<file path="src/rtl/vtg_pkg.sv">
package vtg_pkg;
  localparam int LINE_W   = 11;
  localparam int STOP_LSB = 16;

  typedef struct packed {
    logic [LINE_W-1:0] stop;
    logic [LINE_W-1:0] start;
  } span_t;

  typedef struct packed {
    logic              interlace;
    logic [LINE_W-1:0] total;
    span_t             blank_o;
    span_t             sync_o;
    span_t             blank_e;
    span_t             sync_e;
  } cfg_t;
endpackage

</file>
<file path="src/rtl/vtg_regs.sv">
module vtg_regs
  import vtg_pkg::*;
#(
  parameter int ADDR_W    = 3,
  parameter int DATA_W    = 32,
  parameter int DEF_TOTAL = 11,
  parameter int DEF_BS    = 8,
  parameter int DEF_BE    = 11,
  parameter int DEF_SS    = 9,
  parameter int DEF_SE    = 10
) (
  input  logic              clk,
  input  logic              rst,
  input  logic              wr_en,
  input  logic [ADDR_W-1:0] wr_addr,
  input  logic [DATA_W-1:0] wr_data,
  input  logic              boundary,
  output cfg_t              work,
  output logic              il_next
);
  localparam span_t DEF_B = '{stop: LINE_W'(DEF_BE), start: LINE_W'(DEF_BS)};
  localparam span_t DEF_S = '{stop: LINE_W'(DEF_SE), start: LINE_W'(DEF_SS)};
  localparam cfg_t DEF_CFG = '{interlace: 1'b0, total: LINE_W'(DEF_TOTAL),
                               blank_o: DEF_B, sync_o: DEF_S,
                               blank_e: DEF_B, sync_e: DEF_S};

  cfg_t  sh_q, work_q;
  logic  pend_q, req;
  span_t wr_span;

  wire unused_rsvd = ^{wr_data[DATA_W-1:STOP_LSB+LINE_W], wr_data[STOP_LSB-1:LINE_W]};

  assign wr_span = '{stop: wr_data[STOP_LSB +: LINE_W], start: wr_data[0 +: LINE_W]};
  assign req     = wr_en && (wr_addr == ADDR_W'(0)) && wr_data[0];

  always_ff @(posedge clk) begin
    if (rst) begin
      sh_q   <= DEF_CFG;
      work_q <= DEF_CFG;
      pend_q <= 1'b0;
    end else begin
      if (wr_en) begin
        case (wr_addr)
          ADDR_W'(0): sh_q.interlace <= wr_data[1];
          ADDR_W'(1): sh_q.total     <= wr_data[LINE_W-1:0];
          ADDR_W'(2): sh_q.blank_o   <= wr_span;
          ADDR_W'(3): sh_q.sync_o    <= wr_span;
          ADDR_W'(4): sh_q.blank_e   <= wr_span;
          ADDR_W'(5): sh_q.sync_e    <= wr_span;
          default: ;
        endcase
      end
      if (boundary && pend_q) work_q <= sh_q;
      if (req)           pend_q <= 1'b1;
      else if (boundary) pend_q <= 1'b0;
    end
  end

  assign work    = work_q;
  assign il_next = (boundary && pend_q) ? sh_q.interlace : work_q.interlace;

  // working set moves only at a boundary
  p_hold_midframe_r8: assert property (@(posedge clk) disable iff (rst)
    (!$past(rst) && !$past(boundary)) |-> $stable(work_q));
  // an applied request is consumed
  p_pend_clear_r9: assert property (@(posedge clk) disable iff (rst)
    (!$past(rst) && $past(boundary && pend_q && !req)) |-> !pend_q);
endmodule

</file>
<file path="src/rtl/vtg_counter.sv">
module vtg_counter
  import vtg_pkg::*;
(
  input  logic              clk,
  input  logic              rst,
  input  logic              line_start,
  input  logic              half_line,
  input  logic              interlace,
  input  logic              il_next,
  input  logic [LINE_W-1:0] total,
  output logic              step,
  output logic              wrap,
  output logic [LINE_W-1:0] cnt,
  output logic              field,
  output logic              frame_start
);
  logic [LINE_W-1:0] cnt_q;
  logic              field_q, fs_q;

  assign step = line_start || (half_line && interlace);
  assign wrap = step && (cnt_q == total);

  always_ff @(posedge clk) begin
    if (rst) begin
      cnt_q   <= '0;
      field_q <= 1'b0;
      fs_q    <= 1'b0;
    end else begin
      fs_q <= wrap;
      if (wrap) begin
        cnt_q   <= '0;
        field_q <= il_next ? ~field_q : 1'b0;
      end else if (step) begin
        cnt_q <= cnt_q + 1'b1;
      end
    end
  end

  assign cnt         = cnt_q;
  assign field       = field_q;
  assign frame_start = fs_q;

  // count stays within the programmed total
  p_cnt_range_r3: assert property (@(posedge clk) disable iff (rst) cnt_q <= total);
  // start pulse coincides with count zero
  p_fs_zero_r3: assert property (@(posedge clk) disable iff (rst) fs_q |-> (cnt_q == '0));
  // field flag is 0 in progressive mode
  p_field_prog_r6: assert property (@(posedge clk) disable iff (rst) !interlace |-> !field_q);
  // field flag changes only at a wrap
  p_field_hold_r6: assert property (@(posedge clk) disable iff (rst)
    (!$past(rst) && !$past(wrap)) |-> $stable(field_q));
endmodule

</file>
<file path="src/rtl/vtg_window.sv">
module vtg_window
  import vtg_pkg::*;
(
  input  logic              clk,
  input  logic              rst,
  input  logic              step,
  input  logic [LINE_W-1:0] cnt,
  input  span_t             span,
  output logic              level
);
  logic lvl_q;

  always_ff @(posedge clk) begin
    if (rst)                           lvl_q <= 1'b0;
    else if (step && cnt == span.stop)  lvl_q <= 1'b0;
    else if (step && cnt == span.start) lvl_q <= 1'b1;
  end

  assign level = lvl_q;

  // a level only moves on a counted step
  p_edge_on_step_r4: assert property (@(posedge clk) disable iff (rst)
    (!$past(rst) && !$past(step)) |-> $stable(lvl_q));
endmodule

</file>
<file path="src/rtl/vert_timing_gen.sv">
module vert_timing_gen
  import vtg_pkg::*;
#(
  parameter int ADDR_W    = 3,
  parameter int DATA_W    = 32,
  parameter int DEF_TOTAL = 11,
  parameter int DEF_BS    = 8,
  parameter int DEF_BE    = 11,
  parameter int DEF_SS    = 9,
  parameter int DEF_SE    = 10
) (
  input  logic              clk,
  input  logic              rst,
  input  logic              line_start,
  input  logic              half_line,
  input  logic              wr_en,
  input  logic [ADDR_W-1:0] wr_addr,
  input  logic [DATA_W-1:0] wr_data,
  output logic              vblank,
  output logic              vsync,
  output logic              field_even,
  output logic              frame_start
);
  localparam int N_WIN = 2;

  cfg_t              work;
  logic              il_next, step, wrap, field, even_sel;
  logic [LINE_W-1:0] cnt;
  span_t             win_span [N_WIN];
  logic [N_WIN-1:0]  win_lvl;

  vtg_regs #(
    .ADDR_W(ADDR_W), .DATA_W(DATA_W), .DEF_TOTAL(DEF_TOTAL),
    .DEF_BS(DEF_BS), .DEF_BE(DEF_BE), .DEF_SS(DEF_SS), .DEF_SE(DEF_SE)
  ) u_regs (
    .clk(clk), .rst(rst), .wr_en(wr_en), .wr_addr(wr_addr), .wr_data(wr_data),
    .boundary(wrap), .work(work), .il_next(il_next)
  );

  vtg_counter u_cnt (
    .clk(clk), .rst(rst), .line_start(line_start), .half_line(half_line),
    .interlace(work.interlace), .il_next(il_next), .total(work.total),
    .step(step), .wrap(wrap), .cnt(cnt), .field(field), .frame_start(frame_start)
  );

  assign even_sel    = work.interlace && field;
  assign win_span[0] = even_sel ? work.blank_e : work.blank_o;
  assign win_span[1] = even_sel ? work.sync_e  : work.sync_o;

  for (genvar w = 0; w < N_WIN; w++) begin : g_win
    vtg_window u_win (
      .clk(clk), .rst(rst), .step(step), .cnt(cnt),
      .span(win_span[w]), .level(win_lvl[w])
    );
  end

  assign vblank     = win_lvl[0];
  assign vsync      = win_lvl[1];
  assign field_even = field;

  // quiet outputs straight after reset
  p_reset_quiet_r1: assert property (@(posedge clk)
    $past(rst) |-> !(vblank || vsync || field_even || frame_start));
endmodule

</file>
<file path="config.mk">
export PLATFORM = sky130hd
export DESIGN_NAME = vert_timing_gen
export DESIGN_NICKNAME = d
export VERILOG_FILES = /design/src/rtl/vtg_pkg.sv /design/src/rtl/vtg_regs.sv /design/src/rtl/vtg_counter.sv /design/src/rtl/vtg_window.sv /design/src/rtl/vert_timing_gen.sv
export SDC_FILE = /design/constraint.sdc
export NUM_CORES = 1
export LEC_CHECK = 0
export ABC_CLOCK_PERIOD_IN_PS = 1900
export BUFFER_PORTS_ARGS = -buffer_cell sky130_fd_sc_hd__clkbuf_2
export CAP_MARGIN = 25
export CORE_MARGIN = 1
export CORE_UTILIZATION = 50
export DETAILED_ROUTE_END_ITERATION = 8
export PLACE_DENSITY = 0.7
export SETUP_SLACK_MARGIN = 0.5
export SYNTH_ARGS = -nofsm -noshare
export SYNTH_HDL_FRONTEND = slang
export SYNTH_SLANG_ARGS = --single-unit
export TNS_END_PERCENT = 50
</file>
<file path="constraint.sdc">
create_clock -name clk -period 1.9 [get_ports clk]
set_input_delay 0.095 -clock clk [delete_from_list [all_inputs] [get_ports clk]]
set_output_delay 0.095 -clock clk [all_outputs]
set_load 0.005 [all_outputs]
</file>
Word-level counts from Yosys, hierarchy flattened
Index checks and enable logic that the tools add are counted.

Add/sub/neg operators: 1. Equal/unequal tests: 10. Mux-type cells: 6. Bitwise operators: 1. Reductions and logical operators: 22.

Operators by type and width (number): == test 11 bit (5); two-way mux 22 bit (2); AND reduction 2 bit (6); adder 11 x 1 -> 11 bit (second input constant) (1); logical AND 1 bit (10); == test 3 x 2 -> 1 bit (second input constant) (2); == test 3 bit (second input constant) (2); OR reduction 2 bit (3); two-way mux 1 bit (4); == test 3 x 1 -> 1 bit (second input constant) (1); zero test 3 bit (1); nonzero test 2 bit (1); logical OR 1 bit (1); NOT 1 bit (1).

Bits in registers: 216. Output and inout port bits: 4.

Logic depth before layout (Yosys ltp)
Gate-level depths: netlist (run 1).

Depth in word-level cells: 6. Gate-level depth with buffers: 10.

By module
Synthesis (run 1) repeated with hierarchy kept, for this count alone.

Cell total of the unflattened synthesis: 991. Area, all modules: 10128.5 µm².

By module, submodules not included: vtg_regs (times used 1, cells each 798, area each 8142.8 µm²); vtg_counter (times used 1, cells each 80, area each 720.7 µm²); vert_timing_gen (times used 1, cells each 49, area each 701.9 µm²); vtg_window (times used 2, cells each 32, area each 281.5 µm²).

Least setup slack after synthesis (run 1)
OpenSTA, ideal clock, no wires.

Kind: register to register. From: register u_cnt.cnt_q[6] (netlist: u_cnt.cnt[6]). To: register u_regs.work_q (netlist bit u_regs.work[3]). Setup time: 0.137 ns. Arrival time: 1.791 ns. Data required time: 1.763 ns. Path slack: -0.028 ns. Stages on the path, launching flop included: 10. Path buffers: 4. Path through: dfxtp_1 clkbuf_1 xnor2_1 nand4_1 or4_1 clkbuf_1 buf_6 buf_6 nand2_1 nand3_1.

Cells in the longest elaborated chain, start to end: 3.

RTL lines: start, declared (RTL line vtg_counter.sv:17) `logic [LINE_W-1:0] cnt_q;`; start signal, assigned (RTL line vtg_counter.sv:34) `cnt_q <= cnt_q + 1'b1;`; == test 11 bit (RTL line vtg_counter.sv:21) `assign wrap = step && (cnt_q == total);`; logical AND 1 bit (RTL line vtg_counter.sv:21); logical AND 1 bit (RTL line vtg_regs.sv:53) `if (boundary && pend_q) work_q <= sh_q;`; end signal, assigned (RTL line vtg_regs.sv:53); end, declared (RTL line vtg_regs.sv:27) `cfg_t sh_q, work_q;`.

Every way passes these cells. A chain may end at the register's enable or synchronous reset.

Final worst setup path (run 1)
From: register u_regs.work[95] (netlist name). To: register u_cnt.field_q (netlist: u_cnt.field).

Cells in the longest elaborated chain, start to end: 5.

RTL lines: == test 11 bit * (RTL line vtg_counter.sv:21); logical AND 1 bit * (RTL line vtg_counter.sv:21); logical AND 1 bit (RTL line vtg_regs.sv:60) `assign il_next = (boundary && pend_q) ? sh_q.interlace : work_q.interlace;`; two-way mux 1 bit (RTL line vtg_regs.sv:60); two-way mux 1 bit (RTL line vtg_counter.sv:32) `field_q <= il_next ? ~field_q : 1'b0;`; end signal, assigned (RTL line vtg_counter.sv:32); end, declared (RTL line vtg_counter.sv:18) `logic field_q, fs_q;`.

Mark *: on every way between the ends. The rest lies on a longest branch, timed or not.

==> metrics.cfg, run 1 <==
[synth]
avgSynthCellArea_um2 = 7.81
ys_seq_elements = 216
synthMuxAreaShare = 0.0132
mappedNetlistArea_mm2 = 0.00913
synth_xor_area_frac = 0.0499
synth_cell_type_count = 62
synth-async-reset-ratio = 0
synthCells = 1170
ys_seq_area_frac = 0.473
synth_nets = 1211
synth_edf_count = 0
synth-compound-area-share = 0.154
yosysWarnings = 0
synthSimpleGateAreaFrac = 0.251
synth_top_family_by_area = simple AND/OR/NAND/NOR gates
synth_adder_area_share = 0.00137
synthFlopType = dfxtp_1

[layout]
drive_gt1_frac = 0.235
fin_area_mm2 = 0.0116
antenna_cells = 0
fillCellCount = 1507
seq_area_mm2 = 0.00436
multi_input_area_mm2 = 0.00475
area_growth_pct = 27.4
final_nets = 1289

[cts]
clock-sinks = 216
cts_tree = yes
clock_path_buffers = 3
clock_latency_ns = 0.52
cts_inserted_buffers = 24
h-tree-depth = 1
clk_pin_slew_ns = 0.06
cts-root-buf = clkbuf_16

[global_route]
grt_max_degree = 68
grtUsageMet2 = 0.478
grt_pass1_wl_um = 42200
use_met1 = 0.410
met3_usage = 0.0385
grt_pass1_vias = 7503
grt_usage = 0.296
grt_overflow = 0
gr-max-usage-layer = met2
grt_antenna_before_repair = 0

[worst_setup_path]
crit_buf_inv = 2
cp-end-kind = flip-flop
cp.required_ns = 2.34
path_cells = xnor2_2 > nand4_1 > or3_4 > buf_6 > buf_6 > or3_4 > a21oi_2
critPathLaunchType = flip-flop
worstSetupPathType = flip-flop to flip-flop
max_stage_delay_ns = 0.45
cp.arrival_ns = 2.43
crit_fanout = 4
crit_slowest_cell = or3_4
critical-path-top-delay-family = simple AND/OR/NAND/NOR gates

[die]
fp.dieH_um = 137
num_io_pins = 44
num_rows = 49
start_util = 0.510
die-width_um = 137
fp.coreArea_mm2 = 0.0179
die_area_mm2 = 0.0188

[sta]
timing.final.hold_violations = 0
setup_viol = 58
skew_ns = 0.0156
fmax_mhz = 504
rsz0062_at_grt = yes
worst_slack_ns = -0.0841
tightest_slew_ns = 0.666
relSlewSlack = 0.556
slew_viol_final = 0
min_period_ns = 1.98
post-route-period-util = 1.04

[min_path]
hold_class = input port to flip-flop

[routing]
drt_iter0_drc = 778
drc = 0
route.vias.total = 8385
wl_per_cell_um = 19.0
first_pass_iters = 5
avgViaCountPerCell = 5.61
drt.antenna.violating_nets = 0
wl_um = 28300

[power_and_ir_drop]
vdd_ir_drop_max_v = 0.000697
leakage_nw = 4.44
power_mw = 9.94
p_per_area_mw_per_mm2 = 854

[placed_design]
port_buffers = 33
postPlaceCellArea_mm2 = 0.00979
hpwl_um = 17000
dp_slack_ns = -0.0521
gp_congestion = 0.903

[status]
violations = negative setup slack
status = finished, violations left

[job]
drv_cap = 0

==> repair_timing <==
item                                    in CTS  in global routing
resized for setup                           85                 61
endpoints found under the setup margin     116                117
pin swaps                                   53                 36
cloned                                       2                  5
buffers inserted                             7                  4
hold buffers                                24                  0
endpoints found under the hold margin      115                  0
==> worst min-delay path, delay by kind of cell <==
kind | cells | cell delay [ns]
buffers and inverters | 1 | 0.16
AOI/OAI and AO/OA | 1 | 0.13
and+or+nand+nor | 2 | 0.18
==> metrics by stage <==
step | instances | util | TNS (ns) | hold slack [ns]
2_1_floorplan | 1170 | - | 0 | 0.219
3_3_place_gp | 1409 | 0.547 | -0.108 | 0.367
3_5_place_dp | 1409 | 0.547 | -0.588 | 0.373
4_1_cts | 1486 | 0.629 | -0.00131 | 0.0948
5_1_grt | 1495 | 0.650 | -5.97 | 0.142
6_report | 1495 | 0.650 | -1.02 | 0.103
==> per-layer routing <==
layer,vias to the layer above,part of all wire
li1,4031,-
met3,66,0.070
met4,0,0.031
met5,-,0
met1,3981,0.43
met2,307,0.47
==> cells in the final DEF (no fill, tap or decap), types with 11 or more instances in the layout <==
cell           count
clkbuf_2          32
buf_4             51
nand3_1           31
inv_1             22
a21oi_1          149
nand2_1          351
dlygate4sd3_1     24
dfxtp_1          202
clkbuf_16         28
nand2_4           15
mux2i_1           12
xor2_1            23
a21oi_2           23
xnor2_1           20
nand2_2           53
nand4_1           11
nor2_1            19
==> cell usage after synthesis (3+ instances only) <==
| master | count | area, um^2 |
|---|---|---|
| nand3_1 | 34 | 170 |
| buf_1 | 4 | 15.0 |
| nand3b_1 | 5 | 37.5 |
| buf_2 | 9 | 45.0 |
| and3_1 | 4 | 25.0 |
| a22oi_1 | 4 | 30.0 |
| or3_1 | 6 | 37.5 |
| a221oi_1 | 5 | 43.8 |
| buf_6 | 10 | 113 |
| nor3_1 | 5 | 25.0 |
| clkbuf_1 | 56 | 210 |
| nand2b_1 | 9 | 56.3 |
| nor2_1 | 25 | 93.8 |
| o2111ai_1 | 4 | 35.0 |
| nor2b_1 | 9 | 56.3 |
| dfxtp_1 | 216 | 4320 |
| o221ai_1 | 3 | 26.3 |
| mux2i_1 | 12 | 120 |
| o22ai_1 | 7 | 43.8 |
| nand2_1 | 409 | 1540 |
| o21ai_0 | 12 | 60.1 |
| a31oi_1 | 7 | 43.8 |
| xor2_1 | 23 | 201 |
| inv_1 | 23 | 86.3 |
| a21oi_1 | 162 | 811 |
| nor4_1 | 5 | 31.3 |
| xnor2_1 | 29 | 254 |
| a21oi_2 | 10 | 87.6 |
| nand2_2 | 10 | 62.6 |
| nand4_1 | 11 | 68.8 |
==> cells by family after synthesis <==
kind of cell / count (synthesis)
adder cells (fa/ha/maj): 1
AND/OR/NAND/NOR: 542
flip-flops: 216
multiplexers: 12
buffers and inverters: 108
AO/OA/AOI/OAI: 239
XOR/XNOR: 52
==> path summary, 6_finish.rpt <==
check / to / cells after the start / from / slack (ns)
hold / removal: u_regs.pend_q / 4 / wr_addr[1] / 0.10
setup reg to reg: u_cnt.field / 7 / u_regs.work[95] / -0.08
hold reg to reg: u_regs.work[74] / 2 / u_regs.sh_q[74] / 0.45
setup / recovery: u_cnt.field / 7 / u_regs.work[95] / -0.08
==> sequential cells by signal (all words and copies together), names as in the netlist <==
name,cells
g_win.u_win.level,2
u_cnt.cnt,11
u_cnt.field,1
u_cnt.frame_start,1
u_regs.pend_q,1
u_regs.sh_q,100
u_regs.work,100
==> cell type report <==
type / count / share of cell area
sequential: 216 / 0.374
tap: 229 / 0.0246
inverter: 25 / 0.00860
clock inverter: 15 / 0.0164
timing repair buffer: 135 / 0.113
clock buffer: 29 / 0.0549
multi-input combinational: 846 / 0.408
==> power by group <==
part	switching (mW)	internal, mW	total [mW]	leakage (nW)
clock	1.90	2.95	4.85	0.409
sequential	0.0344	4.58	4.61	1.75
combinational	0.304	0.176	0.479	2.28
total	2.24	7.70	9.94	4.44
No activity file was read; power rests on OpenSTA's default activity.
==> run 2: changes to the inputs <==
--- a/config.mk
+++ b/config.mk
@@ -9,9 +9,9 @@
 export BUFFER_PORTS_ARGS = -buffer_cell sky130_fd_sc_hd__clkbuf_2
 export CAP_MARGIN = 25
 export CORE_MARGIN = 1
-export CORE_UTILIZATION = 50
+export CORE_UTILIZATION = 55
 export DETAILED_ROUTE_END_ITERATION = 8
-export PLACE_DENSITY = 0.7
+export PLACE_DENSITY = 0.75
 export SETUP_SLACK_MARGIN = 0.5
 export SYNTH_ARGS = -nofsm -noshare
 export SYNTH_HDL_FRONTEND = slang
==> metrics.cfg, run 2 (synthesis results as in run 1) <==
[status]
status = finished, violations left
violations = negative setup slack

[power_and_ir_drop]
p_per_area_mw_per_mm2 = 835
vdd_ir_drop_max_v = 0.000919
leakage_nw = 4.41

[die]
fp.dieH_um = 131
start_util = 0.569
die_area_mm2 = 0.0171
fp.coreArea_mm2 = 0.0161
num_io_pins = 44
die-width_um = 131
num_rows = 46

[sta]
skew_ns = 0.0133
min_period_ns = 1.96
rsz0062_at_grt = yes
post-route-period-util = 1.03
relSlewSlack = 0.589
fmax_mhz = 511
slew_viol_final = 0
timing.final.hold_violations = 0
setup_viol = 36
whs_ns = 0.0838
tightest_slew_ns = 0.616
worst_slack_ns = -0.0570

[layout]
fillCellCount = 1167
drive_gt1_frac = 0.208
mostFrequentLayoutCells = 399 x nand2_1, 201 x dfxtp_1, 153 x a21oi_1
fin_area_mm2 = 0.0116
area_growth_pct = 26.6
final_common_cell = nand2_1
final_nets = 1302
antenna_cells = 0

[global_route]
grt_usage = 0.325
grt_overflow = 0
grt_antenna_before_repair = 0
grt_max_degree = 126
grt_pass1_vias = 7808
grt_pass1_wl_um = 42300

[worst_setup_path]
crit_fanout = 7
crit_slowest_cell = or3_4
path_cells = xnor2_2 > nand4_1 > or3_4 > nor2_8 > clkbuf_16 > clkbuf_16 > nand2_1 > a21oi_1
critPathLaunchType = flip-flop
cp.required_ns = 2.34
max_stage_delay_ns = 0.44
worstSetupPathType = flip-flop to flip-flop
cp-end-kind = flip-flop
cp.arrival_ns = 2.40
critical-path-top-cell-by-count = clkbuf_16

[cts]
cts_tree = yes
h-tree-depth = 1
cts_inserted_buffers = 23
clock-sinks = 216
cts-root-buf = clkbuf_16
clk_pin_slew_ns = 0.07
clock_path_buffers = 3
clock_latency_ns = 0.51

[routing]
drc = 0
wl_um = 29000
wl_per_cell_um = 19.5
route.vias.total = 8620
first_pass_iters = 6
avgViaCountPerCell = 5.77
drt.antenna.violating_nets = 0
drt_iter0_drc = 911

[job]
drv_cap = 0

[placed_design]
postPlaceCellArea_mm2 = 0.00993
port_buffers = 33
hpwl_um = 17300
gp_congestion = 0.918

[min_path]
hold_class = input port to flip-flop

==> run 2: changes by cell type in the layout (fill, tap and decap cells not counted), moves of 4 or more <==
| cell | delta |
|---|---|
| nand2_2 | -35 |
| clkbuf_8 | +6 |
| buf_12 | +6 |
| nand2_4 | -13 |
| buf_4 | +10 |
| nand2_1 | +48 |
| a21oi_1 | +4 |
| a21oi_2 | -4 |
| clkinv_2 | -6 |
==> run 2: area by class of cell <==
class,count,area [um^2],share of cell area
inverter,25,105,0.00909
sequential,216,4360,0.377
tap,216,270,0.0234
clock inverter,4,48.8,0.00422
clock buffer,37,729,0.0631
multi-input combinational,847,4620,0.400
timing repair buffer,148,1430,0.123
==> run 2: per-layer routing <==
metal	up-vias	global-route usage	wire length, um
met3	108	0.0440	2170
met2	397	0.546	13800
li1	4050	-	-
met1	4065	0.422	11800
met5	-	0	0
met4	0	0.132	1330
==> run 2: critical path, delay by kind of cell, from the launching register on <==
family / cells / cell delay [ns]
AOI/OAI and AO/OA: 1 / 0.13
xor gates and xnor gates: 1 / 0.21
buffers and inverters: 2 / 0.34
DFF: 1 / 0.34
and+or+nand+nor: 4 / 0.85
==> run 2: power breakdown <==
part           total, mW  internal, mW  switching, mW
clock               4.56          2.76           1.80
sequential          4.61          4.58         0.0355
combinational      0.478         0.171          0.307
total               9.65          7.51           2.15
==> run 2: path summary, 6_finish.rpt <==
path	endpoint	cells after the start	slack, ns	start
worst max-delay path	u_regs.work[22]	8	-0.06	u_cnt.cnt[7]
worst min-delay path	u_regs.sh_q[99]	4	0.08	wr_addr[1]
worst max register to register	u_regs.work[22]	8	-0.06	u_cnt.cnt[7]
worst min register to register	u_regs.sh_q[15]	2	0.45	u_regs.sh_q[15]
==> run 2: through the flow <==
stage / cells / setup TNS, ns / power (mW) / worst slack, ns / utilization
3_3_place_gp: 1412 / -5.15 / 5.12 / -0.133 / 0.618
3_5_place_dp: 1412 / -6.50 / 5.13 / -0.146 / 0.618
4_1_cts: 1480 / 0 / 9.66 / 0.0154 / 0.689
5_1_grt: 1493 / -3.71 / 9.90 / -0.102 / 0.720
6_report: 1493 / -0.733 / 9.65 / -0.0570 / 0.720
2_1_floorplan: 1170 / 0 / 4.94 / 0.0797 / -
==> run 2: repair_timing <==
action	CTS	global route
hold endpoints to repair	98	0
pin swaps	7	21
buffers inserted	4	8
resized for setup	29	74
cloned	1	5
setup endpoints to repair	116	116
hold buffers	22	0
